`src/rtl/siso_pkg.sv`:
```
package siso_pkg;
    typedef enum logic [1:0] {
        PH_IDLE = 2'd0,
        PH_IN   = 2'd1,
        PH_OUT  = 2'd2
    } phase_e;
endpackage

```
`src/rtl/boxplus_unit.sv`:
```
module boxplus_unit #(
    parameter int W = 7
) (
    input  logic signed [W-1:0] a_i,
    input  logic signed [W-1:0] b_i,
    output logic signed [W-1:0] q_o
);
    localparam int IW = W + 2;
    localparam logic signed [IW-1:0] MAXV = IW'((1 << (W-1)) - 1);
    localparam logic signed [IW-1:0] MINV = -MAXV - IW'(1);

    logic signed [IW-1:0] ae, be, sum, dif, mx0, mxab, corr, raw;

    always_comb begin
        ae   = IW'(a_i);
        be   = IW'(b_i);
        sum  = ae + be;
        dif  = ae - be;
        mx0  = (sum > 0) ? sum : '0;
        mxab = (ae > be) ? ae : be;
        corr = '0;
        if (sum == 0) corr = corr + IW'(1);
        if (dif == 0) corr = corr - IW'(1);
        raw  = mx0 - mxab + corr;
        if (raw > MAXV)      q_o = MAXV[W-1:0];
        else if (raw < MINV) q_o = MINV[W-1:0];
        else                 q_o = raw[W-1:0];
    end
endmodule

```
`src/rtl/lifo_stack.sv`:
```
module lifo_stack #(
    parameter int W     = 7,
    parameter int DEPTH = 24
) (
    input  logic         clk,
    input  logic         rst_n,
    input  logic         push_i,
    input  logic         pop_i,
    input  logic [W-1:0] data_i,
    output logic [W-1:0] top_o
);
    localparam int PW = $clog2(DEPTH + 1);

    logic [W-1:0]  mem_q [DEPTH];
    logic [PW-1:0] ptr_q;
    logic [PW-1:0] top_idx;

    always_comb begin
        top_idx = ptr_q - PW'(1);
        top_o   = (ptr_q != '0) ? mem_q[top_idx] : '0;
    end

    always_ff @(posedge clk or negedge rst_n) begin
        if (!rst_n) begin
            ptr_q <= '0;
        end else if (push_i && (int'(ptr_q) < DEPTH)) begin
            mem_q[ptr_q] <= data_i;
            ptr_q        <= ptr_q + PW'(1);
        end else if (pop_i && (ptr_q != '0)) begin
            ptr_q <= ptr_q - PW'(1);
        end
    end
endmodule

```
`src/rtl/ext_store.sv`:
```
module ext_store #(
    parameter int W      = 5,
    parameter int DEPTH  = 88,
    parameter int ADDR_W = 7
) (
    input  logic              clk,
    input  logic              rst_n,
    input  logic              clr_i,
    input  logic              we_i,
    input  logic [ADDR_W-1:0] waddr_i,
    input  logic [W-1:0]      wdata_i,
    input  logic [ADDR_W-1:0] raddr_i,
    output logic [W-1:0]      rdata_o
);
    logic [W-1:0] mem_q [DEPTH];

    always_comb begin
        rdata_o = (int'(raddr_i) < DEPTH) ? mem_q[raddr_i] : '0;
    end

    always_ff @(posedge clk or negedge rst_n) begin
        if (!rst_n) begin
            for (int i = 0; i < DEPTH; i++) mem_q[i] <= '0;
        end else if (clr_i) begin
            for (int i = 0; i < DEPTH; i++) mem_q[i] <= '0;
        end else if (we_i && (int'(waddr_i) < DEPTH)) begin
            mem_q[waddr_i] <= wdata_i;
        end
    end
endmodule

```
`src/rtl/trellis_cn_siso.sv`:
```
module trellis_cn_siso #(
    parameter int LLR_W     = 7,
    parameter int EXT_W     = 5,
    parameter int MAX_DEG   = 24,
    parameter int MEM_DEPTH = 88,
    parameter int DEG_W     = $clog2(MAX_DEG + 1),
    parameter int ADDR_W    = $clog2(MEM_DEPTH)
) (
    input  logic                    clk,
    input  logic                    rst_n,
    input  logic                    clr_i,
    input  logic                    start_i,
    input  logic [DEG_W-1:0]        deg_i,
    input  logic [ADDR_W-1:0]       base_i,
    input  logic                    in_valid_i,
    input  logic signed [LLR_W-1:0] post_i,
    output logic                    busy_o,
    output logic                    out_valid_o,
    output logic [DEG_W-1:0]        out_idx_o,
    output logic signed [LLR_W-1:0] ext_o,
    output logic signed [LLR_W-1:0] post_o
);
    import siso_pkg::*;

    localparam int SW = LLR_W + 1;
    localparam logic signed [SW-1:0]    LMAX = SW'((1 << (LLR_W-1)) - 1);
    localparam logic signed [SW-1:0]    LMIN = -LMAX - SW'(1);
    localparam logic signed [LLR_W-1:0] EMAX = LLR_W'((1 << (EXT_W-1)) - 1);
    localparam logic signed [LLR_W-1:0] EMIN = -EMAX - LLR_W'(1);

    typedef struct packed {
        phase_e                  ph;
        logic [DEG_W-1:0]        deg;
        logic [ADDR_W-1:0]       base;
        logic [DEG_W-1:0]        cnt;
        logic signed [LLR_W-1:0] alpha;
        logic signed [LLR_W-1:0] beta;
        logic                    ov;
        logic [DEG_W-1:0]        oidx;
        logic signed [LLR_W-1:0] oext;
        logic signed [LLR_W-1:0] opost;
    } siso_state_t;

    siso_state_t s_d, s_q;

    function automatic logic signed [LLR_W-1:0] clip_llr(input logic signed [SW-1:0] v);
        if (v > LMAX)      return LMAX[LLR_W-1:0];
        else if (v < LMIN) return LMIN[LLR_W-1:0];
        else               return v[LLR_W-1:0];
    endfunction

    function automatic logic signed [EXT_W-1:0] clip_ext(input logic signed [LLR_W-1:0] v);
        if (v > EMAX)      return EMAX[EXT_W-1:0];
        else if (v < EMIN) return EMIN[EXT_W-1:0];
        else               return v[EXT_W-1:0];
    endfunction

    // storage and operator instances
    logic [ADDR_W-1:0]       addr;
    logic signed [EXT_W-1:0] old_ext5;
    logic signed [EXT_W-1:0] new_ext5;
    logic signed [LLR_W-1:0] rho, in_top, a_top;
    logic signed [LLR_W-1:0] bp_alpha, bp_beta, bp_ext;
    logic signed [LLR_W-1:0] a_new, ext_raw, ext7;
    logic                    push_in, push_a, pop_in, pop_a, we;

    assign addr = s_q.base + ADDR_W'(s_q.cnt);

    ext_store #(.W(EXT_W), .DEPTH(MEM_DEPTH), .ADDR_W(ADDR_W)) u_store (
        .clk(clk), .rst_n(rst_n), .clr_i(clr_i),
        .we_i(we), .waddr_i(addr), .wdata_i(new_ext5),
        .raddr_i(addr), .rdata_o(old_ext5)
    );

    lifo_stack #(.W(LLR_W), .DEPTH(MAX_DEG)) u_in_stack (
        .clk(clk), .rst_n(rst_n), .push_i(push_in), .pop_i(pop_in),
        .data_i(rho), .top_o(in_top)
    );

    lifo_stack #(.W(LLR_W), .DEPTH(MAX_DEG)) u_alpha_stack (
        .clk(clk), .rst_n(rst_n), .push_i(push_a), .pop_i(pop_a),
        .data_i(a_new), .top_o(a_top)
    );

    boxplus_unit #(.W(LLR_W)) u_bp_alpha (.a_i(s_q.alpha), .b_i(rho),    .q_o(bp_alpha));
    boxplus_unit #(.W(LLR_W)) u_bp_beta  (.a_i(in_top),    .b_i(s_q.beta), .q_o(bp_beta));
    boxplus_unit #(.W(LLR_W)) u_bp_ext   (.a_i(a_top),     .b_i(s_q.beta), .q_o(bp_ext));

    always_comb begin
        s_d      = s_q;
        s_d.ov   = 1'b0;
        push_in  = 1'b0;
        push_a   = 1'b0;
        pop_in   = 1'b0;
        pop_a    = 1'b0;
        we       = 1'b0;
        rho      = clip_llr(SW'(post_i) - SW'(old_ext5));
        a_new    = (s_q.cnt == '0) ? rho : bp_alpha;
        ext_raw  = (s_q.cnt == s_q.deg - DEG_W'(1)) ? a_top :
                   (s_q.cnt == '0)                  ? s_q.beta : bp_ext;
        new_ext5 = clip_ext(ext_raw);
        ext7     = LLR_W'(new_ext5);

        unique case (s_q.ph)
            PH_IDLE: begin
                if (start_i) begin
                    s_d.ph   = PH_IN;
                    s_d.deg  = deg_i;
                    s_d.base = base_i;
                    s_d.cnt  = '0;
                end
            end
            PH_IN: begin
                if (in_valid_i) begin
                    push_in   = 1'b1;
                    s_d.alpha = a_new;
                    if (s_q.cnt == s_q.deg - DEG_W'(1)) begin
                        s_d.ph = PH_OUT;
                    end else begin
                        push_a  = 1'b1;
                        s_d.cnt = s_q.cnt + DEG_W'(1);
                    end
                end
            end
            PH_OUT: begin
                pop_in    = 1'b1;
                pop_a     = (s_q.cnt != '0);
                we        = 1'b1;
                s_d.beta  = (s_q.cnt == s_q.deg - DEG_W'(1)) ? in_top : bp_beta;
                s_d.ov    = 1'b1;
                s_d.oidx  = s_q.cnt;
                s_d.oext  = ext7;
                s_d.opost = clip_llr(SW'(in_top) + SW'(ext7));
                if (s_q.cnt == '0) s_d.ph  = PH_IDLE;
                else               s_d.cnt = s_q.cnt - DEG_W'(1);
            end
            default: s_d.ph = PH_IDLE;
        endcase
    end

    always_ff @(posedge clk or negedge rst_n) begin
        if (!rst_n) begin
            s_q    <= '0;
            s_q.ph <= PH_IDLE;
        end else begin
            s_q <= s_d;
        end
    end

    assign busy_o      = (s_q.ph != PH_IDLE);
    assign out_valid_o = s_q.ov;
    assign out_idx_o   = s_q.oidx;
    assign ext_o       = s_q.oext;
    assign post_o      = s_q.opost;
endmodule

```
`config.mk`:
```
export PLATFORM = sky130hd
export DESIGN_NAME = trellis_cn_siso
export DESIGN_NICKNAME = d
export VERILOG_FILES = /design/src/rtl/siso_pkg.sv /design/src/rtl/boxplus_unit.sv /design/src/rtl/lifo_stack.sv /design/src/rtl/ext_store.sv /design/src/rtl/trellis_cn_siso.sv
export SDC_FILE = /design/constraint.sdc
export NUM_CORES = 1
export LEC_CHECK = 0
export BUFFER_PORTS_ARGS = -buffer_cell sky130_fd_sc_hd__buf_2
export CAP_MARGIN = 15
export CORE_MARGIN = 4
export CORE_UTILIZATION = 65
export CTS_BUF_LIST = sky130_fd_sc_hd__clkbuf_8
export DETAILED_ROUTE_END_ITERATION = 10
export PLACE_DENSITY = 0.82
export SLEW_MARGIN = 20
export SYNTH_ARGS = -nofsm -noshare
export SYNTH_HDL_FRONTEND = slang
export SYNTH_HIERARCHICAL = 1
export SYNTH_SLANG_ARGS = --single-unit
```
`constraint.sdc`:
```
create_clock -name clk -period 13.7 [get_ports clk]
set_input_delay 0.685 -clock clk [delete_from_list [all_inputs] [get_ports clk]]
set_output_delay 0.685 -clock clk [all_outputs]
set_load 0.005 [all_outputs]
```
Yosys cells after proc, flatten, opt, wreduce, memory -nomap -nowiden
Memory sizes are Yosys's and may differ from the RTL's.
Cells that the tools add are included.
{ "totals": {"register_bits": 501, "ramBits": 336, "inputBits": 24, "out_inout_bits": 21, "wordCells": 252, "memories": 2} }
{ "mem_list": {"columns": ["memory", "words", "word_bits", "rd", "rd_ports_with_merged_regs", "write_ports", "line_no", "source"], "rows": [
  ["u_alpha_stack.mem_q", 24, 7, 1, 0, 1, "lifo_stack.sv:14", "logic [W-1:0] mem_q [DEPTH];"],
  ["u_in_stack.mem_q", 24, 7, 1, 0, 1, "lifo_stack.sv:14", null]
]} }
{ "op_classes": {"addsub": 25, "magnitude_cmp": 23, "n_eq_ne": 9, "n_mux": 64, "bitwise_logic": 1, "n_reduce_logical": 28} }
{ "op_table": {"columns": ["operator", "n"], "rows": [
  ["$mux 440", 2],
  ["$bwmux 440", 1],
  ["$logic_not 32->1", 6],
  ["$mux 7", 16],
  ["$mux 9", 9],
  ["$mux 5", 12],
  ["$bmux 5 s7", 1],
  ["$demux 5 s7", 1],
  ["$add 9x9->9", 3],
  ["$gt 9x7->1 const B", 3],
  ["$lt 9x7->1 const B", 3],
  ["$sub 9x9->9", 3],
  ["$add 7x7->8", 3],
  ["$gt 8x1->1 const B", 3],
  ["$sub 7x7->8", 3],
  ["$gt 7x7->1", 3],
  ["$mux 20", 1],
  ["$sub 5x1->5 const B", 4],
  ["$mux 19", 1],
  ["$gt 8x7->1 const B", 2],
  ["$lt 8x7->1 const B", 2],
  ["$add 5x1->5 const B", 3],
  ["$pmux 5 s3", 1],
  ["$reduce_bool 5->1", 3],
  ["27 further kinds", 61]
]} }

Logic depth before layout (Yosys ltp)
{ "logic_depth": {"word_depth": 22, "depth_mapped": 47, "ltp_nobuf": 46} }

Hierarchy
The synthesis kept the hierarchy.
{ "by_module_without_submodules": {"columns": ["mod", "instances", "cells_each", "area_each_um2", "seq_area_each_um2"], "rows": [
  ["ext_store", 1, 2369, 22118.7, 11010.6],
  ["lifo_stack", 2, 363, 7169.4, 5170.0],
  ["boxplus_unit", 3, 186, 1476.4, 0.0],
  ["trellis_cn_siso", 1, 432, 3978.8, 1276.2]
]} }

Least setup slack after synthesis
No wires, ideal clock.
{ "synth_timing": {"path_kind": "flip-flop to flip-flop", "start": "register s_q[34] in the netlist's numbering", "end": "register s_q[28] in the netlist's numbering", "setup_ps": 70, "t_arrival_ps": 10880, "t_required_ps": 13630, "slack_ps": 2749, "path_stages_with_launch": 46, "n_path_buf": 2, "synth_period_minus_slack_ps": 10951, "path_cell_list": "dfrtp_1 ha_1 inv_1 fa_1 inv_1 a21oi_1 o21ai_0 xor2_1 inv_1 clkbuf_1 nand2_1 o22ai_1 or4_1 o311ai_0 inv_1 fa_1 a21o_1 a21o_1 [10 not listed] a211oi_2 mux2_1 or3_1 a2111oi_2 ha_1 inv_1 fa_1 inv_1 ha_1 a21o_1 or4_1 mux2_2 nand2_1 o21ai_1 o21ai_1 nor2_1 a31oi_1 mux2_2"} }
{ "synth_via": {"elab_chain_len": 20, "word_cells_on_any_way": 31, "classes_between": "add/sub (7); order compare (7); mux (13); bitwise (1); reduce/logical (3)"} }
{ "synth_lines": {"columns": ["item", "line_no", "source"], "rows": [
  ["start, declared", "trellis_cn_siso.sv:44", "siso_state_t s_d, s_q;"],
  ["$add 7x5->7 (*)", "trellis_cn_siso.sv:67", "assign addr = s_q.base + ADDR_W'(s_q.cnt);"],
  ["named net addr[4]", "trellis_cn_siso.sv:59", "logic [ADDR_W-1:0] addr;"],
  ["$not 7->8 (implied by the code)", "ext_store.sv:18", "rdata_o = (int'(raddr_i) < DEPTH) ? mem_q[raddr_i] : '0;"],
  ["$bmux 5 s7", "ext_store.sv:18", null],
  ["$mux 5 (implied by the code) (2 in series)", "ext_store.sv:18", null],
  ["$mux 5 (*)", "ext_store.sv:18", null],
  ["named net old_ext5[1]", "trellis_cn_siso.sv:60", "logic signed [EXT_W-1:0] old_ext5;"],
  ["$sub 7x5->8 (*)", "trellis_cn_siso.sv:97", "rho = clip_llr(SW'(post_i) - SW'(old_ext5));"],
  ["[3 not listed]", null, null],
  ["named net rho[2]", "trellis_cn_siso.sv:62", "logic signed [LLR_W-1:0] rho, in_top, a_top;"],
  ["branches (longest 5 deep; another with $sub 9x9->9)", null, null],
  ["$add 9x9->9 (*)", "boxplus_unit.sv:24", "raw = mx0 - mxab + corr;"],
  ["$lt 9x7->1", "boxplus_unit.sv:26", "else if (raw < MINV) q_o = MINV[W-1:0];"],
  ["$mux 7", "boxplus_unit.sv:26", null],
  ["$mux 7 (*)", "boxplus_unit.sv:25", "if (raw > MAXV) q_o = MAXV[W-1:0];"],
  ["named net bp_alpha[1]", "trellis_cn_siso.sv:63", "logic signed [LLR_W-1:0] bp_alpha, bp_beta, bp_ext;"],
  ["$mux 7 (*)", "trellis_cn_siso.sv:98", "a_new = (s_q.cnt == '0) ? rho : bp_alpha;"],
  ["named net a_new[1]", "trellis_cn_siso.sv:64", "logic signed [LLR_W-1:0] a_new, ext_raw, ext7;"]
]} }
Mark *: on every way through the listed nets, which the timed path passes. The select of a mux whose other input is x is not followed.
A chain may end at the register's enable or synchronous reset.

Worst setup path in the final report
{ "layout_timing": {"start": "register s_q[34] in the netlist's numbering", "end": "memory u_alpha_stack.mem_q[16][5], data pin"} }
{ "layout_via": {"elab_chain_len": 20, "word_cells_on_any_way": 31, "classes_between": "add/sub (7); order compare (7); mux (13); bitwise (1); reduce/logical (3)"} }
{ "layout_lines": {"columns": ["item", "line_no"], "rows": [
  ["$add 7x5->7 (*)", "trellis_cn_siso.sv:67"],
  ["named net addr[1]", "trellis_cn_siso.sv:59"],
  ["$not 7->8 (implied by the code)", "ext_store.sv:18"],
  ["$bmux 5 s7", "ext_store.sv:18"],
  ["$mux 5 (implied by the code) (2 in series)", "ext_store.sv:18"],
  ["$mux 5 (*)", "ext_store.sv:18"],
  ["named net old_ext5[0]", "trellis_cn_siso.sv:60"],
  ["$sub 7x5->8 (*)", "trellis_cn_siso.sv:97"],
  ["[3 not listed]", null],
  ["named net rho[5]", "trellis_cn_siso.sv:62"],
  ["branches (longest 5 deep; another with $sub 9x9->9)", null],
  ["$add 9x9->9 (*)", "boxplus_unit.sv:24"],
  ["$lt 9x7->1", "boxplus_unit.sv:26"],
  ["$mux 7", "boxplus_unit.sv:26"],
  ["$mux 7 (*)", "boxplus_unit.sv:25"],
  ["named net bp_alpha[5]", "trellis_cn_siso.sv:63"],
  ["$mux 7 (*)", "trellis_cn_siso.sv:98"],
  ["named net a_new[5]", "trellis_cn_siso.sv:64"],
  ["end, declared", "lifo_stack.sv:14"]
]} }
Marked as above.

==> results_dict.tcl <==
set metrics [dict create \
    holdPathStages 2 \
    finClkSkew_ns 0.05529 \
    crit_path_start_kind "register" \
    synth_edf_count 336 \
    drc_errors 0 \
    fin_setup_tns_ns 0 \
    clk_pin_slew_ns 0.06 \
    syn_area_um2 44870 \
    cts_tree "yes" \
    die_w_um 270.7 \
    syn_nets 4250 \
    post-dp-hpwl_um 72730 \
    grt_pass1_wl_um 184000 \
    drt_first_pass_iters 6 \
    die_y_um 270.7 \
    post-route-util_pct 70.21 \
    layout.nets 4171 \
    clk_latency_ns 0.81 \
    grt_overflow 0 \
    drive_above_1_share_pct 15.30 \
    crit_path_max_fanout 75 \
    syn_inst 4085 \
    rsz0062_at_grt "false" \
    wl_per_cell_um 23.05 \
    hold_path.class "in2reg" \
    path_depth 40 \
    worstSetupPathType "reg2reg" \
    dieArea_um2 73290 \
    cp_slowest_cell "a21oi_2" \
    io_buffers 44 \
    worst_pin_slew_ns 1.098 \
    io_pins 45 \
    antenna_found_initial 1 \
    yosys_register_bits 837 \
    htree_levels 4 \
    synth.area.top_cells "dfrtp_1 (28%), edfxtp_1 (22%), mux4_2 (9.1%), a21oi_1 (5.8%), nand2_1 (4.7%)" \
    status "completed" \
    gr-usage-all-layers_pct 31.51 \
    worst_path_largest_cell_delay_ns 0.75 \
    hold_viol 0 \
    ctsResizeCount 0 \
    dp.cells 4746 \
    avgSynthCellArea_um2 10.98 \
    layout.cells.non_filler 4994 \
    cts_setup_buffers 0 \
    grt_pass1_vias 33070 \
    root_buffer "clkbuf_8" \
    ys_types 99 \
    yosysTopAreaCellShare_pct 27.94 \
    max_freq_mhz 79.06 \
    ys.flop_type "dfrtp_1" \
    finalMaxSlewViolations 0 \
    num_rows 96 \
    vias_per_cell 6.660 \
    final.period_utilization_pct 92.33 \
    crit_arrival_ns 13.07 \
    cpMostUsedCell "inv_1" \
    maxCapViolations 0 \
    crit_family "compound AO/OA/AOI/OAI gates" \
    layout_min_cycle_time_ns 12.65 \
    cp-end-kind "register" \
    totalWireLength_um 115100 \
    cts_buffers 138 \
    ys_seq_area_share_pct 50.43 \
    async_reset_ff_share_pct 59.86 \
    start_util_pct 65.53 \
    yosysTopAreaCell "dfrtp_1" \
    final_cell_mix "nand2_1 (561), a21oi_1 (521), dfrtp_1 (499)" \
    ant_nets 0 \
    vias 33260 \
    clockBufferDepth 3 \
    cp.required_ns 14.12 \
    grt_max_degree 189 \
    finalSetupViolCount 0 \
    cts_sinks 837 \
    coreArea_um2 68470 \
    crit_buf_inv 7 \
    max_slew_margin_pct 26.82 \
    ys_warn_count 6 \
    r2r_cells 40 \
    nFillCells 4785 \
    syn_to_final_growth_pct 7.137 \
    layout_commonest_cell "nand2_1" \
    drt_iter0_markers 4057 \
    gp_congestion 0.9060 \
]
-- state kept, by name, summed over array words and instances (netlist names) --
name / count
u_store/mem_q: 440
out_idx_o: 5
s_q: 33
u_in_stack/mem_q: 168
out_valid_o: 1
u_alpha_stack/mem_q: 168
ext_o: 5
u_in_stack/ptr_q: 5
u_alpha_stack/ptr_q: 5
post_o: 7
-- cells by family after synthesis --
| logic type | Yosys count | share of synthesized area [%] |
|---|---|---|
| simple gates | 1196 | 12.20 |
| compound gates | 1016 | 12.78 |
| flops | 837 | 50.43 |
| buf+inv | 465 | 4.783 |
| mux | 356 | 13.87 |
| fa+ha+maj | 141 | 4.484 |
| xor+xnor | 71 | 1.419 |
| other cells | 3 | 0.02510 |
-- path summary, 6_finish.rpt --
kind | slack (ns) | to | from
worst min-delay path | 0.13 | s_q[49]$_DFFE_PN0P_ | deg_i[3]
worst min register to register | 0.49 | post_o[5]$_DFFE_PN0P_ | post_o[5]$_DFFE_PN0P_
min in group asynchronous | 0.46 | u_alpha_stack/ptr_q[2]$_DFFE_PN0P_ | rst_n
max in group asynchronous | 10.82 | u_store/mem_q[54]$_DFFE_PN0P_ | rst_n
worst max-delay path | 1.05 | u_alpha_stack/mem_q[16][5]$_DFFE_PP_ | s_q[34]$_DFFE_PN0P_
worst max register to register | 1.05 | u_alpha_stack/mem_q[16][5]$_DFFE_PP_ | s_q[34]$_DFFE_PN0P_
-- final cells by class --
type,count,area (µm²),area share [%]
antenna,1,2.502,0.005206
clock buffer,155,2133,4.438
multi-input combinational,2783,20290,42.21
sequential,837,22630,47.08
tap,882,1104,2.296
timing repair buffer,113,814.5,1.695
inverter,133,505.5,1.052
clock inverter,90,589.3,1.226
-- cells in the mapped netlist (all sizes together) (9+ instances only) --
master and n:
nand2 563, a21oi 525, dfrtp 501, edfxtp 336, o21ai 316, nand3 259
clkbuf 229, mux4 198, nor2 168, inv 132, ha 108, buf 103
mux2i 93, mux2 65, xor2 39, fa 33, nand2b 33, nor3 32
xnor2 32, a211oi 26, and3 25, nor2b 24, a21o 21, nand3b 15
o211ai 13, nor3b 11, or3 11, nor4b 10, a31oi 9, o21bai 9
o2bb2ai 9, o31ai 9
-- stage by stage --
stage | worst slack [ns] | hold WS [ns] | instance area [µm²]
5_1_grt | 0.03739 | 0.09770 | 48070
2_1_floorplan | 2.749 | 0.3894 | 44870
4_1_cts | 1.186 | 0.06200 | 48040
6_report | 1.051 | 0.1291 | 48070
3_5_place_dp | 1.237 | 0.4728 | 45310
3_3_place_gp | 1.506 | 0.4720 | 45310
-- worst register-to-register path, delay by kind of cell (launching register included) --
| family | cells | cell delay (ns) |
|---|---|---|
| buffers and inverters | 7 | 2.13 |
| DFF | 1 | 0.54 |
| adders and majority gates | 7 | 2.57 |
| and+or+nand+nor | 9 | 2.27 |
| AOI/OAI and AO/OA | 14 | 3.80 |
| muxes | 3 | 0.95 |
-- repair_timing --
action                                  4_1_cts  5_1_grt
hold buffers                                  1        0
endpoints found under the setup margin        0        0
endpoints found under the hold margin        62        0
-- per-layer routing --
| metal | part of all wire (%) | vias to the layer above | GRT usage (%) |
|---|---|---|---|
| li1 | - | 14630 | - |
| met1 | 39 | 16450 | 43.14 |
| met2 | 48 | 1822 | 49.83 |
| met3 | 8.9 | 352 | 6.368 |
| met4 | 4.4 | 0 | 13.78 |
| met5 | 0 | - | 0 |
Power is left out: the tool's default activity adds up to more than one toggle a clock period on the data nets, which glitch-free logic cannot reach.
